[src/rtl/edsw_pkg.sv]
package edsw_pkg;

  typedef enum logic [1:0] {
    OP_WRITE = 2'b00,
    OP_READ  = 2'b01,
    OP_XFER  = 2'b10,
    OP_BAD   = 2'b11
  } op_e;

  // Number of Hamming bits needed to cover dw data bits.
  function automatic int ham_bits(int dw);
    int r;
    r = 1;
    while ((1 << r) < dw + r + 1) r++;
    return r;
  endfunction

  // Codeword position of data bit j: the j-th position that is not a power of two.
  function automatic int data_pos(int j);
    int n;
    n = 0;
    for (int p = 3; p < 512; p++) begin
      if ((p & (p - 1)) != 0) begin
        if (n == j) return p;
        n++;
      end
    end
    return 0;
  endfunction

  // Data bits that feed Hamming bit k.
  function automatic logic [63:0] col_mask(int k, int dw);
    logic [63:0] m;
    m = '0;
    for (int j = 0; j < 64; j++) begin
      if (j < dw) begin
        if (((data_pos(j) >> k) & 1) == 1) m[j] = 1'b1;
      end
    end
    return m;
  endfunction

endpackage

[src/rtl/edsw_encoder.sv]
module edsw_encoder
  import edsw_pkg::*;
#(
  parameter int DATA_W = 16,
  parameter int HAM_W  = 5,
  parameter int CHK_W  = HAM_W + 1
) (
  input  logic [DATA_W-1:0] data_i,
  output logic [CHK_W-1:0]  chk_o
);

  logic [HAM_W-1:0] ham;

  for (genvar k = 0; k < HAM_W; k++) begin : g_ham
    localparam logic [63:0] MASK_FULL = col_mask(k, DATA_W);
    localparam logic [DATA_W-1:0] MASK = MASK_FULL[DATA_W-1:0];
    assign ham[k] = ^(data_i & MASK);
  end

  assign chk_o = {(^data_i) ^ (^ham), ham};

endmodule

[src/rtl/edsw_decoder.sv]
module edsw_decoder
  import edsw_pkg::*;
#(
  parameter int DATA_W = 16,
  parameter int HAM_W  = 5,
  parameter int CHK_W  = HAM_W + 1
) (
  input  logic [DATA_W-1:0] data_i,
  input  logic [CHK_W-1:0]  chk_i,
  input  logic              corr_en_i,
  output logic [DATA_W-1:0] data_o,
  output logic              single_o,
  output logic              multi_o
);

  logic [HAM_W-1:0]  syn;
  logic [DATA_W-1:0] hit;
  logic              par_bad;

  for (genvar k = 0; k < HAM_W; k++) begin : g_syn
    localparam logic [63:0] MASK_FULL = col_mask(k, DATA_W);
    localparam logic [DATA_W-1:0] MASK = MASK_FULL[DATA_W-1:0];
    assign syn[k] = chk_i[k] ^ (^(data_i & MASK));
  end

  for (genvar j = 0; j < DATA_W; j++) begin : g_hit
    localparam int P = data_pos(j);
    assign hit[j] = (syn == HAM_W'(P));
  end

  assign par_bad = (^data_i) ^ (^chk_i);

  always_comb begin
    single_o = 1'b0;
    multi_o  = 1'b0;
    if (par_bad) begin
      // odd weight: one error unless the syndrome points nowhere
      if (syn == '0 || $onehot(syn) || (|hit)) single_o = 1'b1;
      else                                       multi_o  = 1'b1;
    end else if (syn != '0) begin
      multi_o = 1'b1;
    end
    data_o = (single_o && corr_en_i) ? (data_i ^ hit) : data_i;
  end

endmodule

[src/rtl/edsw_cmd_dec.sv]
module edsw_cmd_dec
  import edsw_pkg::*;
(
  input  logic       valid_i,
  input  logic [1:0] op_i,
  input  logic       user_i,
  input  logic       dst_i,
  input  logic       listen_i,
  output logic [1:0] user_oe_o,
  output logic       mem_oe_o,
  output logic       is_read_o,
  output logic       illegal_o
);

  op_e op;
  assign op = op_e'(op_i);

  always_comb begin
    user_oe_o = 2'b00;
    mem_oe_o  = 1'b0;
    is_read_o = 1'b0;
    illegal_o = 1'b0;
    if (valid_i) begin
      unique case (op)
        OP_WRITE: begin
          mem_oe_o = 1'b1;
          if (listen_i) user_oe_o[~user_i] = 1'b1;
        end
        OP_READ: begin
          is_read_o         = 1'b1;
          user_oe_o[user_i] = 1'b1;
          if (listen_i) user_oe_o[~user_i] = 1'b1;
        end
        OP_XFER: begin
          if (dst_i == user_i) illegal_o = 1'b1;
          else                 user_oe_o[dst_i] = 1'b1;
        end
        default: illegal_o = 1'b1;
      endcase
    end
  end

endmodule

[src/rtl/dual_port_edac_switch.sv]
module dual_port_edac_switch
  import edsw_pkg::*;
#(
  parameter int DATA_W = 16,
  parameter int SYNC_STAGES = 2,
  localparam int HAM_W = ham_bits(DATA_W),
  localparam int CHK_W = HAM_W + 1
) (
  input  logic              clk,
  input  logic              rst_n,
  input  logic              cmd_valid,
  input  logic [1:0]        cmd_op,
  input  logic              cmd_user,
  input  logic              cmd_dst,
  input  logic              cmd_listen,
  input  logic              corr_en,
  input  logic [DATA_W-1:0] u0_din,
  input  logic [DATA_W-1:0] u1_din,
  input  logic [DATA_W-1:0] mem_din,
  input  logic [CHK_W-1:0]  mem_cin,
  output logic [DATA_W-1:0] u0_dout,
  output logic              u0_oe,
  output logic [DATA_W-1:0] u1_dout,
  output logic              u1_oe,
  output logic [DATA_W-1:0] mem_dout,
  output logic [CHK_W-1:0]  mem_cout,
  output logic              mem_oe,
  output logic              err_corr,
  output logic              err_uncorr,
  output logic              cmd_illegal
);

  // reset: asserted asynchronously, released through a synchroniser
  logic [SYNC_STAGES-1:0] rst_sync;
  logic                   rst_q;

  always_ff @(posedge clk or negedge rst_n) begin
    if (!rst_n) rst_sync <= '0;
    else        rst_sync <= {rst_sync[SYNC_STAGES-2:0], 1'b1};
  end
  assign rst_q = rst_sync[SYNC_STAGES-1];

  // command decode
  logic [1:0] user_oe;
  logic       mem_we, is_read, illegal;

  edsw_cmd_dec u_cmd (
    .valid_i  (cmd_valid),
    .op_i     (cmd_op),
    .user_i   (cmd_user),
    .dst_i    (cmd_dst),
    .listen_i (cmd_listen),
    .user_oe_o(user_oe),
    .mem_oe_o (mem_we),
    .is_read_o(is_read),
    .illegal_o(illegal)
  );

  // datapath
  logic [DATA_W-1:0] src_data, rd_data;
  logic [CHK_W-1:0]  enc_chk;
  logic              rd_single, rd_multi;
  logic [DATA_W-1:0] din [2];

  assign din[0]   = u0_din;
  assign din[1]   = u1_din;
  assign src_data = din[cmd_user];

  edsw_encoder #(.DATA_W(DATA_W), .HAM_W(HAM_W), .CHK_W(CHK_W)) u_enc (
    .data_i(src_data),
    .chk_o (enc_chk)
  );

  edsw_decoder #(.DATA_W(DATA_W), .HAM_W(HAM_W), .CHK_W(CHK_W)) u_dec (
    .data_i   (mem_din),
    .chk_i    (mem_cin),
    .corr_en_i(corr_en),
    .data_o   (rd_data),
    .single_o (rd_single),
    .multi_o  (rd_multi)
  );

  // next state
  logic [DATA_W-1:0] u_dout_d [2];
  logic [DATA_W-1:0] u_dout_q [2];
  logic [1:0]        u_oe_q;
  logic [DATA_W-1:0] mem_dout_d, mem_dout_q;
  logic [CHK_W-1:0]  mem_cout_d, mem_cout_q;
  logic              mem_oe_q, corr_d, corr_q, uncorr_d, uncorr_q, ill_q;
  logic              busy_q, upd_en;

  for (genvar i = 0; i < 2; i++) begin : g_user
    // a user port is fed either by the decoder or by the other user
    always_comb begin
      if (!user_oe[i]) u_dout_d[i] = '0;
      else if (is_read) u_dout_d[i] = rd_data;
      else              u_dout_d[i] = din[1-i];
    end
  end

  always_comb begin
    mem_dout_d = mem_we ? src_data : '0;
    mem_cout_d = mem_we ? enc_chk  : '0;
    corr_d     = is_read & rd_single;
    uncorr_d   = is_read & rd_multi;
  end

  assign busy_q = (|u_oe_q) | mem_oe_q | corr_q | uncorr_q | ill_q;
  assign upd_en = cmd_valid | busy_q;

  // registers
  always_ff @(posedge clk or negedge rst_q) begin
    if (!rst_q) begin
      u_dout_q[0] <= '0;
      u_dout_q[1] <= '0;
      u_oe_q      <= '0;
      mem_dout_q  <= '0;
      mem_cout_q  <= '0;
      mem_oe_q    <= 1'b0;
      corr_q      <= 1'b0;
      uncorr_q    <= 1'b0;
      ill_q       <= 1'b0;
    end else if (upd_en) begin
      u_dout_q[0] <= u_dout_d[0];
      u_dout_q[1] <= u_dout_d[1];
      u_oe_q      <= user_oe;
      mem_dout_q  <= mem_dout_d;
      mem_cout_q  <= mem_cout_d;
      mem_oe_q    <= mem_we;
      corr_q      <= corr_d;
      uncorr_q    <= uncorr_d;
      ill_q       <= illegal;
    end
  end

  assign u0_dout     = u_dout_q[0];
  assign u1_dout     = u_dout_q[1];
  assign u0_oe       = u_oe_q[0];
  assign u1_oe       = u_oe_q[1];
  assign mem_dout    = mem_dout_q;
  assign mem_cout    = mem_cout_q;
  assign mem_oe      = mem_oe_q;
  assign err_corr    = corr_q;
  assign err_uncorr  = uncorr_q;
  assign cmd_illegal = ill_q;

endmodule

[config.mk]
export PLATFORM = sky130hd
export DESIGN_NAME = dual_port_edac_switch
export DESIGN_NICKNAME = d
export VERILOG_FILES = /design/src/rtl/edsw_pkg.sv /design/src/rtl/edsw_encoder.sv /design/src/rtl/edsw_decoder.sv /design/src/rtl/edsw_cmd_dec.sv /design/src/rtl/dual_port_edac_switch.sv
export SDC_FILE = /design/constraint.sdc
export NUM_CORES = 1
export LEC_CHECK = 0
export BUFFER_PORTS_ARGS = -buffer_cell sky130_fd_sc_hd__buf_2
export CAP_MARGIN = 5
export CORE_UTILIZATION = 35
export CTS_BUF_LIST = sky130_fd_sc_hd__clkbuf_16
export DETAILED_ROUTE_END_ITERATION = 8
export MAX_ROUTING_LAYER = met4
export PLACE_DENSITY = 0.69
export SYNTH_ARGS = -nofsm -noshare
export SYNTH_HDL_FRONTEND = slang
export SYNTH_SLANG_ARGS = --single-unit
[constraint.sdc]
create_clock -name clk -period 3.3 [get_ports clk]
set_input_delay 0.33 -clock clk [delete_from_list [all_inputs] [get_ports clk]]
set_output_delay 0.33 -clock clk [all_outputs]
set_load 0.05 [all_outputs]
==> impl_metrics.env <==
export IMPL_synth_ff_type="dfrtp_1"
export IMPL_ys_types=60
export IMPL_die_w_um=117
export IMPL_ioPinCount=123
export IMPL_ys_seq_elements=62
export IMPL_avgSynthCellArea_um2=9.86
export IMPL_power_density_nw_per_um2=601
export IMPL_num_rows=41
export IMPL_layout_min_cycle_time_ns=2.93
export IMPL_critical_path_endpoint="err_corr"
export IMPL_fin_crit_sh_pct=88.8
export IMPL_start_util_pct=36.2
export IMPL_reg2reg_slack_ns=1.25
export IMPL_place_gp_congestion=0.873
export IMPL_num_vias=4138
export IMPL_fin_area_um2=5890
export IMPL_synth_nets=540
export IMPL_clk_latency_ns=0.33
export IMPL_synth_area_um2=4620
export IMPL_numCtsBuffers=9
export IMPL_ant_nets=0
export IMPL_fillers=1227
export IMPL_rr_startpoint="err_corr"
export IMPL_hpwlAfterDp_um=11200
export IMPL_min_path_type="primary input to flop"
export IMPL_layout_commonest_cell="buf_2"
export IMPL_worstSetupPathType="primary input to flop"
export IMPL_synth_cells=469
export IMPL_synth_edf_count=0
export IMPL_drt_first_pass_iters=5
export IMPL_async_flop_share_pct=100
export IMPL_placed_cells=764
export IMPL_ctsRootBufferMaster="clkbuf_16"
export IMPL_antenna_found_initial=0
export IMPL_core_area_um2=12800
export IMPL_htree_num_levels=3
export IMPL_setup_tns_ns=0
export IMPL_wl_per_cell_um=18.5
export IMPL_fin_util_pct=46.1
export IMPL_critPathLaunchType="primary input"
export IMPL_viasPerCell=5.31
export IMPL_grt_pass1_wl_um=22000
export IMPL_regArea_um2=1550
export IMPL_track_usage_pct=22.6
export IMPL_fin_cells=780
export IMPL_wl_um=14400
export IMPL_dieArea_um2=13700
export IMPL_area_growth_pct=27.5
export IMPL_maxClockFrequency_ghz=0.341
export IMPL_outcome="complete, no violations"
export IMPL_r2r_end="u1_dout[2]"
export IMPL_skew_ns=0.00579
export IMPL_setup_viol_count_final=0
export IMPL_die_h_um=117
export IMPL_finalMaxSlewViolations=0
export IMPL_final_hold_viol_count=0
export IMPL_final_cell_mix="buf_2, o21ai_0, dfrtp_1"
export IMPL_tritoncts="built"
export IMPL_ir_drop_v=0.000260
export IMPL_worstPathMaxFanout=3
export IMPL_clk_pin_slew_ns=0.05
export IMPL_portBuffers=122
export IMPL_end_kind="flop"
export IMPL_first_global_vias=3997
export IMPL_drive_above_1_share_pct=32.4
export IMPL_post_cts_repair_setup_buffers=0
export IMPL_leakagePower_nw=2.81
export IMPL_worstPathRequired_ns=3.49
export IMPL_multiInputGateArea_um2=2920
export IMPL_clkSinkCount=62
export IMPL_yosys_warnings=0
export IMPL_drv_cap=0
export IMPL_rsz0062_at_grt="false"
export IMPL_antenna_cells=0
export IMPL_tightest_slew_ns=0.958
export IMPL_post_route_drc_count=0
export IMPL_ys_seq_area_share_pct=33.5
export IMPL_grt_overflow_total=0
export IMPL_final_nets=675
export IMPL_reg2regPathDepth=5
export IMPL_place_area_um2=5560
export IMPL_drt_iter0_drc=263
export IMPL_slew_headroom_pct=36.1
export IMPL_startpoint="mem_din[1]"
export IMPL_whs_ns=0.286
export IMPL_grt_max_degree=55
export IMPL_cts_path_max_buffers=2
export IMPL_cp_data_arrival_time_ns=3.12
==> what timing repair did <==
action / CTS / global route
resized for setup: 0 / 0
endpoints found under the hold margin: 2 / 0
setup endpoints to repair: 0 / 0
hold buffers: 1 / 0
==> metrics by stage <==
step	power, mW	worst slack (ns)
5_1_grt	3.73	0.149
2_1_floorplan	2.04	0.0525
3_3_place_gp	2.48	0.0915
6_report	3.54	0.369
4_1_cts	3.56	0.374
3_5_place_dp	2.49	0.0387
==> critical path, stage by stage <==
cell and delay (ns):
buf_2 0.14, xnor3_1 0.45, xor2_2 0.22, xor2_2 0.19, inv_2 0.05, ha_1 0.31
fa_1 0.38, fa_1 0.43, nand2_1 0.07, o21ai_0 0.07, nor4_1 0.40, nor3_1 0.09
==> where the power goes <==
group | leakage [nW] | total, mW | internal, mW | switching (mW)
Combinational | 1.81 | 1.61 | 0.590 | 1.02
Sequential | 0.836 | 0.872 | 0.822 | 0.0497
Clock | 0.164 | 1.06 | 0.726 | 0.336
==> cells in the mapped netlist (2+ instances only) <==
| cell type | number | share of area, % |
|---|---|---|
| a211oi_1 | 4 | 0.65 |
| a21oi_1 | 5 | 0.54 |
| a32oi_1 | 11 | 2.1 |
| and2_1 | 2 | 0.27 |
| and3_1 | 2 | 0.27 |
| buf_2 | 2 | 0.22 |
| clkbuf_1 | 23 | 1.9 |
| dfrtp_1 | 62 | 34 |
| fa_1 | 2 | 0.87 |
| ha_1 | 6 | 1.6 |
| inv_1 | 10 | 0.81 |
| mux2i_1 | 25 | 5.4 |
| nand2_1 | 52 | 4.2 |
| nand2b_1 | 2 | 0.27 |
| nand3_1 | 18 | 1.9 |
| nand3b_1 | 2 | 0.32 |
| nand4_1 | 7 | 0.95 |
| nor2_1 | 7 | 0.57 |
| nor3_1 | 3 | 0.32 |
| nor3_2 | 4 | 0.87 |
| nor3b_2 | 3 | 0.81 |
| nor4_1 | 9 | 1.2 |
| o2111ai_1 | 9 | 1.7 |
| o21a_1 | 3 | 0.49 |
| o21ai_0 | 63 | 6.8 |
| o21ai_1 | 17 | 1.8 |
| o31a_1 | 4 | 0.76 |
| o31ai_1 | 4 | 0.65 |
| or3_1 | 10 | 1.4 |
| or4_1 | 2 | 0.32 |
| xnor2_1 | 33 | 6.3 |
| xnor2_2 | 3 | 1.1 |
| xnor2_4 | 2 | 1.2 |
| xnor3_1 | 10 | 4.9 |
| xnor3_2 | 3 | 1.5 |
| xor2_1 | 16 | 3.0 |
| xor2_2 | 3 | 1.1 |
| xor2_4 | 4 | 2.4 |
==> flip-flops by register name (all words and copies together) (netlist names) <==
register     count
mem_cout         6
err_corr         1
mem_dout        16
u1_dout         16
err_uncorr       1
rst_sync         2
u0_dout         16
u_oe_q           2
mem_oe           1
cmd_illegal      1
==> worst min path at each step <==
stage / start / endpoint / slack [ns] / depth (start not counted)
final: cmd_op[1] / cmd_illegal / 0.29 / 2
after global routing: cmd_op[1] / cmd_illegal / 0.28 / 2
after CTS: cmd_op[1] / cmd_illegal / 0.28 / 2
after detailed placement: rst_n / rst_sync[0] / 0.12 / 1
after global placement: rst_n / rst_sync[0] / 0.12 / 1
after floorplan: rst_n / rst_sync[0] / 0.03 / 0
==> cells by family (layout without fill, tap and decap cells) <==
kind of cell,Yosys count,after routing,share of synthesized area [%]
XOR/XNOR,76,76,22.4
AND/OR/NAND/NOR,128,128,14.6
AO/OA/AOI/OAI,129,129,17.8
adder cells (fa/ha/maj),8,8,2.49
buffers and inverters,39,178,3.38
multiplexers,26,26,5.65
flip-flops,62,62,33.5
other,1,1,0.0811
==> layout make-up <==
type                            count  share of cell area [%]
Multi-Input combinational cell    368                    49.6
Sequential cell                    62                    26.3
Timing Repair Buffer              151                    14.1
Clock buffer                        9                    3.82
Tap cell                          172                    3.65
Clock inverter                      6                    1.74
Inverter                           12                   0.764
==> layer usage <==
layer	global-route usage (%)	vias up	part of all wire (%)
li1	-	1966	-
met4	8.69	0	2.2
met5	-	-	0
met3	3.50	25	6.1
met2	35.8	148	48
met1	29.1	1999	44
No activity file was read; power rests on OpenSTA's default activity.
